## config.mk

```make
export PLATFORM = sky130hd
export DESIGN_NAME = fcmd_ctrl
export DESIGN_NICKNAME = d
export VERILOG_FILES = /design/src/rtl/fcmd_pkg.sv /design/src/rtl/fcmd_decode.sv /design/src/rtl/fcmd_status.sv /design/src/rtl/fcmd_array.sv /design/src/rtl/fcmd_ctrl.sv
export SDC_FILE = /design/constraint.sdc
export NUM_CORES = 1
export LEC_CHECK = 0
export BUFFER_PORTS_ARGS = -buffer_cell sky130_fd_sc_hd__buf_2
export CORE_MARGIN = 4
export CORE_UTILIZATION = 50
export DETAILED_ROUTE_END_ITERATION = 16
export GPL_ROUTABILITY_DRIVEN = 0
export PLACE_DENSITY = 0.73
export SKIP_LAST_GASP = 1
export SLEW_MARGIN = 20
export SYNTH_ARGS = -nofsm -noshare
export SYNTH_HDL_FRONTEND = slang
export SYNTH_SLANG_ARGS = --single-unit
```

## constraint.sdc

```tcl
create_clock -name clk -period 5.9 [get_ports clk]
set_clock_uncertainty 0.2 [all_clocks]
set_input_delay 0.885 -clock clk [delete_from_list [all_inputs] [get_ports clk]]
set_output_delay 0.885 -clock clk [all_outputs]
set_load 0.05 [all_outputs]
```

## src/rtl/fcmd_pkg.sv

```systemverilog
package fcmd_pkg;

    localparam logic [7:0] CODE_ARRAY  = 8'hFF;
    localparam logic [7:0] CODE_STATUS = 8'h70;
    localparam logic [7:0] CODE_CLEAR  = 8'h50;
    localparam int         N_ERR       = 3;
    localparam int         DATA_W      = 16;

    typedef enum logic {
        RMODE_ARRAY  = 1'b0,
        RMODE_STATUS = 1'b1
    } rmode_e;

    typedef enum logic [1:0] {
        OP_NONE,
        OP_ARRAY,
        OP_STATUS,
        OP_CLEAR
    } cmd_op_e;

    typedef struct packed {
        logic             ready;
        logic             rsv_hi;
        logic [N_ERR-1:0] err;
        logic [2:0]       rsv_lo;
    } status_t;

    function automatic cmd_op_e decode_code(input logic [7:0] code);
        case (code)
            CODE_ARRAY:  return OP_ARRAY;
            CODE_STATUS: return OP_STATUS;
            CODE_CLEAR:  return OP_CLEAR;
            default:     return OP_NONE;
        endcase
    endfunction

    function automatic logic [DATA_W-1:0] array_word(input logic [31:0] idx);
        logic [31:0] prod;
        prod = idx * 32'h0000_9E37;
        return prod[DATA_W-1:0] ^ 16'h1D2C;
    endfunction

endpackage

```

## src/rtl/fcmd_decode.sv

```systemverilog
module fcmd_decode
    import fcmd_pkg::*;
(
    input  logic       clk,
    input  logic       rst,
    input  logic       wr_go,
    input  logic       rd_go,
    input  logic       wr_odd,
    input  logic [7:0] code,
    input  logic       flash_reset,
    output rmode_e     mode,
    output logic       safe,
    output logic       clr_pulse
);
    cmd_op_e op;
    rmode_e  mode_q, mode_d;
    logic    safe_q, safe_d;

    always_comb op = wr_go ? decode_code(code) : OP_NONE;

    always_comb begin
        mode_d = mode_q;
        safe_d = safe_q;
        if (flash_reset) begin
            mode_d = RMODE_ARRAY;
            safe_d = 1'b1;
        end else begin
            case (op)
                OP_ARRAY:  begin mode_d = RMODE_ARRAY;  safe_d = 1'b1; end
                OP_STATUS: begin mode_d = RMODE_STATUS; safe_d = 1'b0; end
                OP_CLEAR:  safe_d = 1'b0;
                default: begin
                    if (rd_go && mode_q == RMODE_STATUS)
                        mode_d = RMODE_ARRAY;
                end
            endcase
        end
    end

    always_ff @(posedge clk) begin
        if (rst) begin
            mode_q <= RMODE_ARRAY;
            safe_q <= 1'b1;
        end else begin
            mode_q <= mode_d;
            safe_q <= safe_d;
        end
    end

    assign mode      = mode_q;
    assign safe      = safe_q;
    assign clr_pulse = (op == OP_CLEAR) && !flash_reset;


    array_cmd_chk: assert property (@(posedge clk) disable iff (rst)
        (wr_go && code == CODE_ARRAY) |=> (mode == RMODE_ARRAY && safe));


    status_oneshot_chk: assert property (@(posedge clk) disable iff (rst)
        (rd_go && mode == RMODE_STATUS && !flash_reset) |=> (mode == RMODE_ARRAY));


    odd_write_chk: assert property (@(posedge clk) disable iff (rst)
        (wr_odd && !flash_reset) |=> $stable(mode));


    flash_reset_chk: assert property (@(posedge clk) disable iff (rst)
        flash_reset |=> (mode == RMODE_ARRAY && safe));

endmodule

```

## src/rtl/fcmd_status.sv

```systemverilog
module fcmd_status
    import fcmd_pkg::*;
(
    input  logic             clk,
    input  logic             rst,
    input  logic             clr,
    input  logic [N_ERR-1:0] err_set,
    output logic [7:0]       status
);
    logic [N_ERR-1:0] err_q;
    status_t          st;

    always_ff @(posedge clk) begin
        if (rst)      err_q <= '0;
        else if (clr) err_q <= err_set;
        else          err_q <= err_q | err_set;
    end

    always_comb begin
        st.ready  = 1'b1;
        st.rsv_hi = 1'b0;
        st.err    = err_q;
        st.rsv_lo = 3'b000;
    end

    assign status = st;


    err_set_chk: assert property (@(posedge clk) disable iff (rst)
        (err_set != '0) |=> ((status[5:3] & $past(err_set)) == $past(err_set)));


    clear_chk: assert property (@(posedge clk) disable iff (rst)
        (clr && err_set == '0) |=> (status[5:3] == 3'b000));


    sticky_chk: assert property (@(posedge clk) disable iff (rst)
        !clr |=> ((status[5:3] & $past(status[5:3])) == $past(status[5:3])));

endmodule

```

## src/rtl/fcmd_array.sv

```systemverilog
module fcmd_array
    import fcmd_pkg::*;
#(
    parameter int WORD_AW = 6
) (
    input  logic               clk,
    input  logic               rst,
    input  logic               rd_en,
    input  logic [WORD_AW-1:0] word_addr,
    output logic [DATA_W-1:0]  rdata
);
    localparam int DEPTH = 1 << WORD_AW;

    logic [DATA_W-1:0] mem [DEPTH];
    logic [DATA_W-1:0] q;

    for (genvar i = 0; i < DEPTH; i++) begin : g_word
        assign mem[i] = array_word(32'(i));
    end

    always_ff @(posedge clk) begin
        if (rst)        q <= '0;
        else if (rd_en) q <= mem[word_addr];
    end

    assign rdata = q;
endmodule

```

## src/rtl/fcmd_ctrl.sv

```systemverilog
module fcmd_ctrl
    import fcmd_pkg::*;
#(
    parameter int ADDR_W = 7
) (
    input  logic              clk,
    input  logic              rst,
    input  logic              bus_wr,
    input  logic              bus_rd,
    input  logic [ADDR_W-1:0] bus_addr,
    input  logic [15:0]       bus_wdata,
    output logic [15:0]       bus_rdata,
    input  logic              flash_reset,
    input  logic [2:0]        err_set,
    input  logic              exit_req,
    output logic              exit_bad
);
    localparam int WORD_AW = ADDR_W - 1;

    logic       even, wr_go, rd_go, wr_odd;
    rmode_e     mode;
    logic       safe, clr_pulse;
    logic [7:0] status;
    logic [15:0] arr_q, stat_q;
    rmode_e     src_q;
    logic       exit_bad_q;
    logic       unused_wdata_hi;

    assign unused_wdata_hi = ^bus_wdata[15:8];
    assign even   = !bus_addr[0];
    assign wr_go  = bus_wr && even;
    assign rd_go  = bus_rd && even;
    assign wr_odd = bus_wr && !even;

    fcmd_decode u_decode (
        .clk(clk), .rst(rst), .wr_go(wr_go), .rd_go(rd_go), .wr_odd(wr_odd),
        .code(bus_wdata[7:0]), .flash_reset(flash_reset),
        .mode(mode), .safe(safe), .clr_pulse(clr_pulse)
    );

    fcmd_status u_status (
        .clk(clk), .rst(rst), .clr(clr_pulse), .err_set(err_set), .status(status)
    );

    fcmd_array #(.WORD_AW(WORD_AW)) u_array (
        .clk(clk), .rst(rst),
        .rd_en(rd_go && mode == RMODE_ARRAY),
        .word_addr(bus_addr[ADDR_W-1:1]),
        .rdata(arr_q)
    );

    always_ff @(posedge clk) begin
        if (rst) begin
            src_q      <= RMODE_ARRAY;
            stat_q     <= '0;
            exit_bad_q <= 1'b0;
        end else begin
            if (rd_go) begin
                src_q <= mode;
                if (mode == RMODE_STATUS) stat_q <= {8'h00, status};
            end
            exit_bad_q <= exit_req && !safe;
        end
    end

    assign bus_rdata = (src_q == RMODE_STATUS) ? stat_q : arr_q;
    assign exit_bad  = exit_bad_q;


    exit_guard_chk: assert property (@(posedge clk) disable iff (rst)
        (exit_req && !safe) |=> exit_bad);


    rdata_hold_chk: assert property (@(posedge clk) disable iff (rst)
        !rd_go |=> $stable(bus_rdata));

endmodule

```

==> summary.md <==
| Metric | Value |
|---|---|
| Tcrit/Tclk final | `56.7%` |
| Max-cap viol count | `0` |
| CTS Buffer Depth | `2` |
| Avg WL per Cell | `14.2 um` |
| Layout cell share with drive strength beyond 1 | `17.1%` |
| Worst Setup SP | `bus_addr[3]` |
| Required @ worst endpoint | `5.91 ns` |
| Fin area | `2620 um2` |
| Synth Area in Adders | `6.95%` |
| Fmax | `299 MHz` |
| Number of synthesized flops with an enable pin | `0` |
| Power density over the cells | `176 nW/um2` |
| N_diodes | `0` |
| Pre-CTS setup slack | `2.31 ns` |
| Placed Area | `2570 um2` |
| Area of the multi-input gates | `1700 um2` |
| Total CTS buffers | `3` |
| Global-route wire length before repair | `10300 um` |
| H-tree depth | `1` |
| Synth Area in Compound Gates | `27.3%` |
| Ys Warns | `0` |
| Post-CTS setup buffer count | `0` |
| Row count | `25` |
| Critical Path Source Type | `input port` |
| Relative slew margins | `41.0%` |
| Initial Utilization | `52.3%` |
| Commonest cells in the netlist | `nor2_1, nand2_1, dfxtp_1` |
| Hold WS | `0.235 ns` |
| Most common cell in the netlist | `nor2_1` |
| Clock period minus worst slack | `3.35 ns` |
| Port Buf Inserts | `40` |
| Die Wd | `78.5 um` |
| Final worst setup slack | `2.55 ns` |
| Crit path DAT | `3.35 ns` |
| Worst-Skew Late Latency | `0.27 ns` |
| Post-placement cell count | `413` |
| Largest net degree at the start of global routing | `53` |
| Ports | `49` |
| Core footprint | `4750 um2` |
| Post-synth top area cell | `dfxtp_1` |
| Drt total wl | `5910 um` |
| Register area share after synthesis | `21.8%` |
| Die area | `6160 um2` |
| Vias in the first global route | `2164` |
| Post-synth top flop | `dfxtp_1` |
| Synth top area cells | `dfxtp_1, ha_1, nor2b_1` |
| Hold WC Path Type | `flop to flop` |
| Yosys reg bits | `27` |
| Post-synthesis mux area share | `5.24%` |
| Starting DRT DRC Count | `174` |
| Least-Margin Pin Slew | `0.885 ns` |
| Drt via density | `5.78` |
| Clock sink count | `27` |
| CTS tree | `built` |
| Async set-or-reset flop fraction in the synthesized netlist | `0%` |
| Initial antenna violation count | `0` |
| CP Max Fanout | `51` |
| PostCTS Resize Cnt | `0` |
| Root Buffer | `clkbuf_8` |
| CP endpoint kind | `flop` |
| Post-synth cell types | `59` |
| Post-Synth XOR/XNOR Area | `1.06%` |
| CP Class | `input port to flop` |
| Setup violators final | `0` |
| Post-Synth Simple-Gate Area | `27.6%` |
| Status | `finished clean` |
| Hold Buf Count CTS | `0` |
| Max rail drop VDD | `0.0000726 V` |
| Slew Limit Fails | `0` |
| Static leakage | `1.05 nW` |
| DRC errors left | `0` |
| GRT Util Overall | `20.1%` |
| 1st-pass router iterations | `4` |
| Reg clk slew, reported paths | `0.10 ns` |
| Post-Syn Nets | `386` |
| Final nets | `396` |
| Top cell type's share of synthesized area | `21.8%` |
| Post-Synthesis Cells | `341` |
| Post-Syn Area | `2480 um2` |
| Setup TNS | `0 ns` |
| Sequential Area | `541 um2` |
| Layout area overhead | `5.34%` |
| RSZ-0062 raised after global routing | `no` |
| Final cell count without fillers | `417` |
| Critical R2R Launch | `u_decode.mode` |
| # fillers | `489` |
| Final hold vios | `0` |
| Largest family of logic cells by synthesized area | `simple AND/OR/NAND/NOR gates` |
| HP Start | `u_decode.safe` |
| Post-Syn Area per Cell | `7.29 um2` |
| DIE HEIGHT | `78.5 um` |
| DRT antenna net count | `0` |
| Placed wire-length estimate | `4070 um` |
| Vias | `2411` |
| GRT overflow | `0` |
## registers in the layout, indices dropped and copies added (netlist names)
signal          count
exit_bad            1
src_q               1
stat_q              4
u_array.rdata      16
u_decode.mode       1
u_decode.safe       1
u_status.err_q      3
## cell usage in the layout, fill, tap and decap left out, drive strengths merged, types with 4 or more instances in the layout
master,instances
a2111oi,7
a21oi,26
a31oi,8
buf,41
dfxtp,27
ha,13
inv,9
mux2,6
mux2i,4
nand2,31
nand2b,8
nand3,7
nor2,32
nor2b,23
nor3,18
nor3b,4
o21ai,26
o31ai,5
or2,4
## layer usage
metal	up-vias	part of all wire (%)	global-route usage [%]
li1	1234	-	-
met1	1100	50	29.7
met2	73	44	31.4
met3	4	5.4	1.49
met4	0	0.61	5.07
met5	-	0	0
## stage by stage
step | utilization [%] | power [mW]
2_1_floorplan | - | 0.328
3_3_place_gp | 54.0 | 0.355
3_5_place_dp | 54.0 | 0.358
4_1_cts | 55.1 | 0.463
5_1_grt | 55.1 | 0.490
6_report | 55.1 | 0.461
## layout make-up
cell class	instances	area share, %
flip-flops and latches	27	20.7
multi-input cells	267	64.8
repair buffers	41	7.93
clock buffers	3	1.58
inverters	11	1.58
well taps	67	3.20
clock inverters	1	0.287
## final timing paths
kind	to	slack, ns	depth (start not counted)
setup reg to reg	u_array.rdata[9]	3.98	3
setup / recovery	u_array.rdata[12]	2.55	8
hold / removal	exit_bad	0.23	1
hold reg to reg	exit_bad	0.23	1
## kinds of logic after synthesis
logic type,after synthesis
flip-flops,27
buffers and inverters,47
XOR/XNOR,3
adder cells (fa/ha/maj),14
multiplexers,11
AND/OR/NAND/NOR,136
AO/OA/AOI/OAI,103
## where the power goes
| part | internal, mW | switching [mW] | total (mW) | leakage (nW) |
|---|---|---|---|---|
| clock | 0.0479 | 0.0576 | 0.105 | 0.0217 |
| combinational | 0.0552 | 0.105 | 0.160 | 0.808 |
| sequential | 0.191 | 0.00429 | 0.195 | 0.221 |
| total | 0.294 | 0.167 | 0.461 | 1.05 |
## critical path, cell delays in order
cell and delay (ns):
buf_2 0.60, clkinv_1 0.51, ha_1 0.39, nand2_1 0.06, o21ai_0 0.09, mux4_2 0.51
o21ai_0 0.14, nor2b_1 0.14
No activity file was read; power rests on OpenSTA's default activity.
